$ cat config.mk
export PLATFORM = sky130hd
export DESIGN_NAME = pcm_voice_port
export DESIGN_NICKNAME = d
export VERILOG_FILES = /design/src/rtl/pcm_port_pkg.sv /design/src/rtl/pcm_pin_sync.sv /design/src/rtl/pcm_edge_watch.sv /design/src/rtl/pcm_tx_slot.sv /design/src/rtl/pcm_rx_slot.sv /design/src/rtl/pcm_voice_port.sv
export SDC_FILE = /design/constraint.sdc
export NUM_CORES = 1
export LEC_CHECK = 0
export ABC_AREA = 1
export BUFFER_PORTS_ARGS = -buffer_cell sky130_fd_sc_hd__buf_4
export CAP_MARGIN = 0
export CELL_PAD_IN_SITES_DETAIL_PLACEMENT = 1
export CELL_PAD_IN_SITES_GLOBAL_PLACEMENT = 2
export CORE_UTILIZATION = 37
export DETAILED_ROUTE_END_ITERATION = 7
export PLACE_DENSITY_LB_ADDON = 0.1
export REMOVE_ABC_BUFFERS = 1
export SLEW_MARGIN = 20
export SYNTH_ARGS = -nofsm -noshare
export SYNTH_HDL_FRONTEND = slang
export SYNTH_HIERARCHICAL = 1
export SYNTH_SLANG_ARGS = --single-unit
$ cat constraint.sdc
create_clock -name clk -period 1.8 [get_ports clk]
set_input_delay 0.27 -clock clk [delete_from_list [all_inputs] [get_ports clk]]
set_output_delay 0.27 -clock clk [all_outputs]
set_load 0.01 [all_outputs]
$ cat src/rtl/pcm_port_pkg.sv
package pcm_port_pkg;

  typedef enum logic [1:0] {
    MODE_NORMAL = 2'd0,
    MODE_SAVE   = 2'd1,
    MODE_DOWN   = 2'd2
  } port_mode_e;

  localparam int PIN_COUNT = 5;

endpackage

$ cat src/rtl/pcm_pin_sync.sv
module pcm_pin_sync #(
  parameter int             W       = 5,
  parameter int             STAGES  = 2,
  parameter logic [W-1:0]   RST_VAL = '0
) (
  input  logic         clk,
  input  logic         rst_n,
  input  logic [W-1:0] pin_i,
  output logic [W-1:0] pin_o
);

  logic [STAGES-1:0][W-1:0] chain_q;

  always_ff @(posedge clk or negedge rst_n) begin
    if (!rst_n) begin
      chain_q <= {STAGES{RST_VAL}};
    end else begin
      chain_q <= {chain_q[STAGES-2:0], pin_i};
    end
  end

  assign pin_o = chain_q[STAGES-1];

endmodule

$ cat src/rtl/pcm_edge_watch.sv
module pcm_edge_watch #(
  parameter int TIMEOUT = 64
) (
  input  logic clk,
  input  logic rst_n,
  input  logic level_i,
  output logic stalled_o
);

  localparam int            CW  = $clog2(TIMEOUT + 1);
  localparam logic [CW-1:0] TOP = CW'(TIMEOUT);

  logic          prev_q;
  logic [CW-1:0] idle_q;

  always_ff @(posedge clk or negedge rst_n) begin
    if (!rst_n) begin
      prev_q <= 1'b0;
      idle_q <= TOP;
    end else begin
      prev_q <= level_i;
      if (level_i != prev_q) begin
        idle_q <= '0;
      end else if (idle_q != TOP) begin
        idle_q <= idle_q + 1'b1;
      end
    end
  end

  assign stalled_o = (idle_q == TOP);

endmodule

$ cat src/rtl/pcm_tx_slot.sv
module pcm_tx_slot #(
  parameter int             W         = 8,
  parameter logic [W-1:0]   IDLE_CODE = '1
) (
  input  logic         clk,
  input  logic         rst_n,
  input  logic         flush,
  input  logic         bclk_lvl,
  input  logic         sync_lvl,
  input  logic         tx_valid,
  input  logic [W-1:0] tx_data,
  output logic         tx_ready,
  output logic         slot_o,
  output logic         pull_o
);

  localparam int            CNT_W = $clog2(W);
  localparam logic [CNT_W-1:0] LAST = CNT_W'(W - 1);

  logic             bclk_prev_q;
  logic             sync_prev_q;
  logic [W-1:0]     hold_q;
  logic             hold_full_q;
  logic [W-1:0]     shift_q;
  logic [CNT_W-1:0] cnt_q;
  logic             active_q;

  logic tick;
  logic frame_start;
  logic accept;

  assign tick        = bclk_lvl & ~bclk_prev_q;
  assign frame_start = tick & sync_lvl & ~sync_prev_q & ~flush;
  assign accept      = tx_valid & ~hold_full_q;
  assign tx_ready    = ~hold_full_q;

  always_ff @(posedge clk or negedge rst_n) begin
    if (!rst_n) begin
      bclk_prev_q <= 1'b0;
      sync_prev_q <= 1'b0;
      hold_q      <= '0;
      hold_full_q <= 1'b0;
      shift_q     <= IDLE_CODE;
      cnt_q       <= '0;
      active_q    <= 1'b0;
    end else begin
      bclk_prev_q <= bclk_lvl;
      if (tick) begin
        sync_prev_q <= sync_lvl;
      end

      if (flush) begin
        active_q <= 1'b0;
        cnt_q    <= '0;
      end else if (frame_start) begin
        shift_q  <= hold_full_q ? hold_q : IDLE_CODE;
        active_q <= 1'b1;
        cnt_q    <= '0;
      end else if (tick && active_q) begin
        if (cnt_q == LAST) begin
          active_q <= 1'b0;
        end else begin
          cnt_q   <= cnt_q + 1'b1;
          shift_q <= {shift_q[W-2:0], 1'b1};
        end
      end

      if (frame_start) begin
        hold_full_q <= accept;
      end else if (accept) begin
        hold_full_q <= 1'b1;
      end
      if (accept) begin
        hold_q <= tx_data;
      end
    end
  end

  assign slot_o = active_q;
  assign pull_o = active_q & ~shift_q[W-1];

endmodule

$ cat src/rtl/pcm_rx_slot.sv
module pcm_rx_slot #(
  parameter int W = 8
) (
  input  logic         clk,
  input  logic         rst_n,
  input  logic         flush,
  input  logic         bclk_lvl,
  input  logic         sync_lvl,
  input  logic         data_lvl,
  input  logic         rx_ready,
  output logic         rx_valid,
  output logic [W-1:0] rx_data
);

  localparam int               CNT_W = $clog2(W);
  localparam logic [CNT_W-1:0] LAST  = CNT_W'(W - 1);

  logic             bclk_prev_q;
  logic             sync_prev_q;
  logic [W-1:0]     shift_q;
  logic [CNT_W-1:0] cnt_q;
  logic             busy_q;
  logic [W-1:0]     data_q;
  logic             valid_q;

  logic tick;
  logic start;
  logic done;

  assign tick  = ~bclk_lvl & bclk_prev_q;
  assign start = tick & sync_lvl & ~sync_prev_q & ~flush;
  assign done  = tick & busy_q & (cnt_q == LAST) & ~flush & ~start;

  always_ff @(posedge clk or negedge rst_n) begin
    if (!rst_n) begin
      bclk_prev_q <= 1'b0;
      sync_prev_q <= 1'b0;
      shift_q     <= '0;
      cnt_q       <= '0;
      busy_q      <= 1'b0;
      data_q      <= '0;
      valid_q     <= 1'b0;
    end else begin
      bclk_prev_q <= bclk_lvl;
      if (tick) begin
        sync_prev_q <= sync_lvl;
      end

      if (flush) begin
        busy_q <= 1'b0;
        cnt_q  <= '0;
      end else if (start) begin
        shift_q <= {shift_q[W-2:0], data_lvl};
        cnt_q   <= CNT_W'(1);
        busy_q  <= 1'b1;
      end else if (tick && busy_q) begin
        shift_q <= {shift_q[W-2:0], data_lvl};
        if (cnt_q == LAST) begin
          busy_q <= 1'b0;
          cnt_q  <= '0;
        end else begin
          cnt_q <= cnt_q + 1'b1;
        end
      end

      if (done) begin
        data_q  <= {shift_q[W-2:0], data_lvl};
        valid_q <= 1'b1;
      end else if (rx_ready) begin
        valid_q <= 1'b0;
      end
    end
  end

  assign rx_valid = valid_q;
  assign rx_data  = data_q;

endmodule

$ cat src/rtl/pcm_voice_port.sv
module pcm_voice_port
  import pcm_port_pkg::*;
#(
  parameter int                  WORD_W        = 8,
  parameter int                  SYNC_STAGES   = 2,
  parameter int                  BCLK_TIMEOUT  = 64,
  parameter int                  FSYNC_TIMEOUT = 25000,
  parameter logic [WORD_W-1:0]   IDLE_CODE     = '1
) (
  input  logic              clk,
  input  logic              rst_n,
  input  logic              power_on,
  input  logic              bclk,
  input  logic              tx_sync,
  input  logic              rx_sync,
  input  logic              pcm_in,
  output logic              pcm_out_pull,
  output logic              pcm_out_slot,
  input  logic              tx_valid,
  input  logic [WORD_W-1:0] tx_data,
  output logic              tx_ready,
  output logic              rx_valid,
  output logic [WORD_W-1:0] rx_data,
  input  logic              rx_ready,
  output logic [1:0]        mode
);

  localparam logic [PIN_COUNT-1:0] PIN_RST = PIN_COUNT'(5'b10000);

  logic [PIN_COUNT-1:0] pins_s;
  logic pwr_s, bclk_s, txs_s, rxs_s, din_s;
  logic bclk_stall, txs_stall;
  logic flush;
  port_mode_e mode_q, mode_d;

  pcm_pin_sync #(
    .W       (PIN_COUNT),
    .STAGES  (SYNC_STAGES),
    .RST_VAL (PIN_RST)
  ) u_sync (
    .clk   (clk),
    .rst_n (rst_n),
    .pin_i ({power_on, bclk, tx_sync, rx_sync, pcm_in}),
    .pin_o (pins_s)
  );

  assign {pwr_s, bclk_s, txs_s, rxs_s, din_s} = pins_s;

  pcm_edge_watch #(.TIMEOUT(BCLK_TIMEOUT)) u_bclk_watch (
    .clk       (clk),
    .rst_n     (rst_n),
    .level_i   (bclk_s),
    .stalled_o (bclk_stall)
  );

  pcm_edge_watch #(.TIMEOUT(FSYNC_TIMEOUT)) u_sync_watch (
    .clk       (clk),
    .rst_n     (rst_n),
    .level_i   (txs_s),
    .stalled_o (txs_stall)
  );

  always_comb begin
    if (!pwr_s) begin
      mode_d = MODE_DOWN;
    end else if (bclk_stall || txs_stall) begin
      mode_d = MODE_SAVE;
    end else begin
      mode_d = MODE_NORMAL;
    end
  end

  always_ff @(posedge clk or negedge rst_n) begin
    if (!rst_n) begin
      mode_q <= MODE_SAVE;
    end else begin
      mode_q <= mode_d;
    end
  end

  assign flush = (mode_q != MODE_NORMAL);
  assign mode  = mode_q;

  pcm_tx_slot #(
    .W         (WORD_W),
    .IDLE_CODE (IDLE_CODE)
  ) u_tx (
    .clk      (clk),
    .rst_n    (rst_n),
    .flush    (flush),
    .bclk_lvl (bclk_s),
    .sync_lvl (txs_s),
    .tx_valid (tx_valid),
    .tx_data  (tx_data),
    .tx_ready (tx_ready),
    .slot_o   (pcm_out_slot),
    .pull_o   (pcm_out_pull)
  );

  pcm_rx_slot #(.W(WORD_W)) u_rx (
    .clk      (clk),
    .rst_n    (rst_n),
    .flush    (flush),
    .bclk_lvl (bclk_s),
    .sync_lvl (rxs_s),
    .data_lvl (din_s),
    .rx_ready (rx_ready),
    .rx_valid (rx_valid),
    .rx_data  (rx_data)
  );

endmodule

Yosys cells after proc, flatten, opt, wreduce, memory -nomap -nowiden
Index checks and enable logic that the tools add are counted.
{"block": "totals", "register_bits": 79, "in_bits": 17, "output_inout_bits": 14}
{"block": "classes", "addsub": 4, "eq_ne": 10, "muxes": 32, "bitwise": 22, "n_reduce_logical": 19}
{"op": "8-bit 2-to-1 mux", "count": 4}
{"op": "15-bit 2-to-1 mux", "count": 2}
{"op": "7-bit 2-to-1 mux", "count": 4}
{"op": "3-bit 2-to-1 mux", "count": 8}
{"op": "15-bit by 1-bit adder with 15-bit output, second input constant", "count": 1}
{"op": "15-bit == test, second input constant", "count": 1}
{"op": "15-bit != test, second input constant", "count": 1}
{"op": "1-bit bitwise AND", "count": 14}
{"op": "2-bit nonzero test", "count": 7}
{"op": "1-bit 2-to-1 mux", "count": 13}
{"op": "3-bit nonzero test", "count": 4}
{"op": "1-bit NOT", "count": 8}
{"op": "2-bit AND reduction", "count": 4}
{"op": "7-bit by 1-bit adder with 7-bit output, second input constant", "count": 1}
{"op": "7-bit == test, second input constant", "count": 1}
{"op": "7-bit != test, second input constant", "count": 1}
{"op": "3-bit by 1-bit adder with 3-bit output, second input constant", "count": 2}
{"op": "3-bit == test, second input constant", "count": 2}
{"op": "3-bit by 1-bit != test with 1-bit output, second input constant", "count": 1}
{"op": "3-bit AND reduction", "count": 1}
{"op": "1-bit logical AND", "count": 2}
{"op": "2-bit 2-to-1 mux", "count": 1}
{"op": "1-bit != test", "count": 2}
{"op": "2-bit by 1-bit != test with 1-bit output, second input constant", "count": 1}
{"op": "1-bit logical OR", "count": 1}

Logic depth before layout (Yosys ltp)
{"block": "depth", "ltp_word": 8, "depth_mapped": 8, "depth_no_buf": 7}

Modules after synthesis
The synthesis kept the hierarchy.
{"module": "pcm_tx_slot", "instances": 1, "cells_each": 120, "area_each_um2": 1131.1}
{"module": "pcm_edge_watch (u_sync_watch)", "instances": 1, "cells_each": 141, "area_each_um2": 1034.7}
{"module": "pcm_rx_slot", "instances": 1, "cells_each": 105, "area_each_um2": 987.2}
{"module": "pcm_edge_watch (u_bclk_watch)", "instances": 1, "cells_each": 55, "area_each_um2": 449.2}
{"module": "pcm_pin_sync", "instances": 1, "cells_each": 15, "area_each_um2": 290.3}
{"module": "pcm_voice_port", "instances": 1, "cells_each": 6, "area_each_um2": 68.8}

Worst setup path after synthesis
Ideal clock, no wire load.
{"block": "synth_timing", "kind": "register -> register", "from": "register mode_q[1] (netlist: mode[1])", "to": "register u_tx.shift_q[0]", "arrival_time_ns": 1.361, "t_required_ns": 1.723, "setup_slack_ns": 0.362, "stages_incl_launch_ff": 7, "path_buffers": 1, "synth_period_minus_slack_ns": 1.438, "path_cell_list": "dfrtp_1 > or2_1 > inv_1 > nand4_4 > buf_6 > nor3_2 > nor2_1"}
{"block": "synth_via", "elab_chain_len": 5, "elab_cells_between_ends": 7}
{"item": "start, declared", "line_no": "pcm_voice_port.sv:34", "rtl": "port_mode_e mode_q, mode_d;"}
{"item": "start signal, assigned", "line_no": "pcm_voice_port.sv:77", "rtl": "mode_q <= mode_d;"}
{"item": "2-bit nonzero test (*)", "line_no": "pcm_voice_port.sv:81", "rtl": "assign flush = (mode_q != MODE_NORMAL);"}
{"item": "via flush", "line_no": "pcm_voice_port.sv:33", "rtl": "logic flush;"}
{"item": "1-bit NOT (no line) (*)"}
{"item": "1-bit bitwise AND", "line_no": "pcm_tx_slot.sv:33", "rtl": "assign frame_start = tick & sync_lvl & ~sync_prev_q & ~flush;"}
{"item": "2-bit by 1-bit != test with 1-bit output (no line) or 2-bit nonzero test (tied branches)"}
{"item": "3-bit AND reduction (no line)"}
{"item": "end signal, assigned", "line_no": "pcm_tx_slot.sv:56", "rtl": "shift_q <= hold_full_q ? hold_q : IDLE_CODE;"}
{"item": "end signal, assigned", "line_no": "pcm_tx_slot.sv:64", "rtl": "shift_q <= {shift_q[W-2:0], 1'b1};"}
{"item": "end, declared", "line_no": "pcm_tx_slot.sv:24", "rtl": "logic [W-1:0] shift_q;"}
The timed path passes the listed nets; every way through them passes the cells marked *.
A chain may end at the register's enable or synchronous reset.

Final worst setup path
{"block": "layout_timing", "from": "register u_tx.cnt_q[0]", "to": "register u_tx.cnt_q[2]"}
{"block": "layout_via", "elab_chain_len": 5, "elab_cells_between_ends": 8}
{"item": "start, declared", "line_no": "pcm_tx_slot.sv:25", "rtl": "logic [CNT_W-1:0] cnt_q;"}
{"item": "start signal, assigned", "line_no": "pcm_tx_slot.sv:63", "rtl": "cnt_q <= cnt_q + 1'b1;"}
{"item": "3-bit by 1-bit adder with 3-bit output", "line_no": "pcm_tx_slot.sv:63"}
{"item": "3-bit 2-to-1 mux", "line_no": "pcm_tx_slot.sv:60", "rtl": "if (cnt_q == LAST) begin"}
{"item": "3-bit 2-to-1 mux", "line_no": "pcm_tx_slot.sv:59", "rtl": "end else if (tick && active_q) begin"}
{"item": "3-bit 2-to-1 mux", "line_no": "pcm_tx_slot.sv:55", "rtl": "end else if (frame_start) begin"}
{"item": "3-bit 2-to-1 mux", "line_no": "pcm_tx_slot.sv:52", "rtl": "if (flush) begin"}
Several ways; a longest one is shown, not always the timed one. The select of a mux whose other input is x is not followed.

==> tab_implementation.tex <==
\begin{tabular}{lr}
\hline
Metric & Value \\
\hline
\multicolumn{2}{l}{\textbf{Power}} \\
Largest voltage drop on the vdd net & $\sim$0.57 mV \\
Sequential power share & 0.538 \\
Clock power frac & 0.309 \\
Switching Fraction & 0.2786 \\
Internal power component & just over 0.003 W \\
NetSw & approximately 0.0012 W \\
Leakage power & 2.173 nW \\
Power density of the placed cells & just over 900 nW/µm² \\
Power share of the combinational group & 0.153 \\
\multicolumn{2}{l}{\textbf{Critical path}} \\
CP Class & reg -> reg \\
Worst setup path startpoint & u\_tx/cnt\_q[0] \\
Worst stage delay on the critical path & 0.39 ns \\
Crit path arrival time & 1.90 ns \\
Crit. path cell count & 7 \\
Kind of capture point of the worst setup path & register \\
Family with the most delay on the worst path & simple AND/OR/NAND/NOR gates \\
R2r worst-path depth & 7 \\
Origin of the critical flop-to-flop path & u\_tx/cnt\_q[0] \\
Cell-by-cell listing of the critical path & ha\_1, ha\_1, nor2\_2, nand3\_4, nor2\_2, nand2\_1, o21ai\_0 \\
Critical-path top delay cell & dfrtp\_1 \\
Startpoint class of the critical path & register \\
Number of buffer and inverter instances along the worst setup path & 0 \\
Required time of the critical path & 2.06 ns \\
Maximum fanout encountered on the critical timing path & 16 \\
\multicolumn{2}{l}{\textbf{Route}} \\
Routed via count divided by cell count & about 4.7 \\
Post-route DRC violation count & 0 \\
Iteration-0 DRC count of the detailed router & about 100 \\
Vias post-DR & slightly below 3000 \\
First-pass DRT Iterations & 4 \\
Total Routed Length & a little over 8000 µm \\
Detailed-route wire length per cell & approximately 13 µm \\
Post-route ant nets & 0 \\
\multicolumn{2}{l}{\textbf{GRT}} \\
Antenna violations before repair & 0 \\
Global-route wire length before repair & roughly 15000 µm \\
Number of global-route vias before repair & 2995 \\
GRT Total Usage & 0.1666 \\
Remaining Overflow, GRT & 0 \\
Largest net degree at the start of global routing & 40 \\
\multicolumn{2}{l}{\textbf{Placed design}} \\
Global placer's final weighted congestion & between 0.7 and 0.8 \\
Number of buffers inserted by port buffering & 30 \\
HPWL after detailed placement & roughly 6000 µm \\
Cells after DPL & 604 \\
Placed standard-cell area & between 4000 and 5000 µm² \\
\multicolumn{2}{l}{\textbf{Flow run}} \\
Max-cap violations & 0 \\
\multicolumn{2}{l}{\textbf{Clock network}} \\
Clock transition at the registers of the reported paths & roughly 0.080 ns \\
Clock net sink count & about 80 \\
Number of buffers on the longest clock path & 2 \\
CTS root buf & clkbuf\_8 \\
Total number of H-tree levels & 3 \\
Buffer count from post-CTS setup fixing & 0 \\
Insertion delay to the later sink of the worst-skew pair & between 0.3 and 0.4 ns \\
Clock tree from TritonCTS & done \\
Num CTS Buffers & 9 \\
\multicolumn{2}{l}{\textbf{Floorplanning}} \\
Overall die area & 11120 µm² \\
Horiz. Die Dim & $\sim$110 µm \\
I/O Pins & 31 \\
Initial standard-cell utilization of the core & 0.3820 \\
Vert. Die Dim & around 110 µm \\
Total core area & around 10000 µm² \\
Row count & 37 \\
\multicolumn{2}{l}{\textbf{STA}} \\
Clock period minus final worst setup slack & around 1.6 ns \\
Worst slew margin relative to its limit & 0.7029 \\
Fin crit share & 0.9135 \\
Setup TNS & 0 ns \\
Slew at the pin closest to its max-slew limit & around 0.44 ns \\
Setup violators final & 0 \\
Max frequency & 608.1 MHz \\
Post-route clock skew & 0.01305 ns \\
Final number of max-transition violations & 0 \\
RSZ-0062 raised after global routing & false \\
Number of hold-slack violations in the final timing report & 0 \\
\multicolumn{2}{l}{\textbf{Min path}} \\
Startpoint of the most critical hold path & tx\_sync \\
Number of cells on the worst hold path & 1 \\
HP Class & in -> reg \\
\multicolumn{2}{l}{\textbf{Synthesis}} \\
Area fraction of the dominant cell type after synthesis & 0.3980 \\
Dominant cells by area after synthesis & dfrtp\_1 (40\%), dfstp\_2 (12\%), nand2\_1 (9.9\%), nand3\_1 (6.3\%), nor2\_1 (4.9\%) \\
Part of the Yosys area used for sequential elements & 0.5174 \\
Average instance area after synthesis & about 9 µm² \\
Gate Count Post-Synth & roughly 440 \\
Synth warn & 6 \\
Cell Area, Synth & a little under 4000 µm² \\
Ranking of synthesized cells by instance count & nand2\_1 (105), dfrtp\_1 (63), nor2\_1 (52) \\
Flip-flop and latch count after synthesis & 81 \\
Main flop type after synthesis & dfrtp\_1 \\
Share of synthesized flip-flops with an asynchronous set or reset & 1.000 \\
Most frequently used cell type in the post-synthesis netlist & nand2\_1 \\
Number of synthesized flops with an enable pin & 0 \\
Post-synthesis cell type count & 39 \\
Cell taking the most area after synthesis & dfrtp\_1 \\
\multicolumn{2}{l}{\textbf{Layout}} \\
Cell Count, Final, Fillers Out & 624 \\
ANT cells & 0 \\
Fraction of final layout cells with drive strength greater than 1 & 0.2459 \\
Fill cell total of the finished layout & around 1300 \\
Area grow syn2layout & 15.35\% \\
Summed area of non-filler cells in the final layout & $\sim$4600 µm² \\
Final nets & between 500 and 600 \\
\multicolumn{2}{l}{\textbf{Outcome}} \\
Run status & completed \\
\hline
\end{tabular}
repair_timing:
| action | in CTS | in global routing |
|---|---|---|
| gates resized for setup | 0 | 1 |
| hold endpoints to repair | 16 | 3 |
| hold buffers | 1 | 3 |
| setup endpoints to repair | 0 | 1 |
cell usage in the layout, fill, tap and decap left out, types with 2 or more instances in the layout:
cell	n
o21bai_1	2
ha_1	8
clkbuf_8	9
nand3_1	50
xnor2_2	2
xor2_1	3
inv_1	41
nor2_2	7
nand2_2	8
dfrtp_1	63
nor2_1	51
nand4_1	11
o21ai_2	2
buf_4	37
nor2_4	6
o21ai_0	13
dlygate4sd3_1	4
dfstp_2	18
inv_2	5
a21oi_1	7
clkinvlp_4	3
nand4_4	2
clkbuf_1	2
nand2_4	3
nand2_1	105
mux2_2	8
nor3_1	2
power by group through the flow:
stage          registers, W  clock network [W]  logic (W)
2_1_floorplan       0.00225                  0   0.000439
3_3_place_gp        0.00229                  0   0.000627
3_5_place_dp        0.00230                  0   0.000652
4_1_cts             0.00227            0.00136   0.000656
5_1_grt             0.00231            0.00144   0.000750
6_report            0.00227            0.00130   0.000643
layout make-up:
class,count,area (µm²),area share
Multi-Input combinational cell,303,1650,0.3612
Tap cell,136,170.2,0.03724
Clock inverter,5,57.56,0.01260
Inverter,46,172.7,0.03779
Clock buffer,11,131.4,0.02875
Timing Repair Buffer,42,337.8,0.07393
Sequential cell,81,2049,0.4485
final timing paths:
path,to,slack [ns]
setup / recovery,u_tx/cnt_q[2],0.16
hold / removal,u_sync/chain_q[2],0.03
setup reg to reg,u_tx/cnt_q[2],0.16
hold reg to reg,u_sync/pin_o[2],0.36
max in group asynchronous,u_tx/shift_q[0],0.79
min in group asynchronous,u_sync_watch/idle_q[11],0.36
cell families after synthesis:
group / Yosys count / synth area share
flops: 81 / 0.5174
fa+ha+maj: 8 / 0.02527
compound gates: 28 / 0.04169
xor+xnor: 5 / 0.01485
buf+inv: 58 / 0.06664
simple gates: 254 / 0.3114
mux: 8 / 0.02274
flip-flops by register name, indices dropped and copies added (netlist names), 2 cells and up:
| name | flops |
|---|---|
| u_sync/chain_q | 5 |
| u_sync/pin_o | 5 |
| u_tx/hold_q | 8 |
| u_tx/shift_q | 8 |
| u_rx/rx_data | 8 |
| u_rx/shift_q | 7 |
| u_sync_watch/idle_q | 15 |
| u_rx/cnt_q | 3 |
| u_tx/cnt_q | 3 |
| u_bclk_watch/idle_q | 7 |
| mode | 2 |
through the flow:
stage / hold slack [ns] / setup WS [ns] / power [W] / util
floorplan: -0.02559 / 0.2260 / 0.002689 / -
global placement: 0.1962 / 0.2419 / 0.002915 / 0.4183
detailed placement: 0.1993 / 0.1569 / 0.002951 / 0.4183
CTS: 0.0006437 / 0.09817 / 0.004284 / 0.4375
global route: 0.0002759 / 0.04552 / 0.004494 / 0.4406
finish: 0.02506 / 0.1556 / 0.004211 / 0.4406
layer usage:
layer	track usage	wire [µm]
met5	0	0
met2	0.2646	3879
met4	0.06338	129
met3	0.03154	207
met1	0.2254	4055
Note: power is estimated with default switching activity, not from simulation.
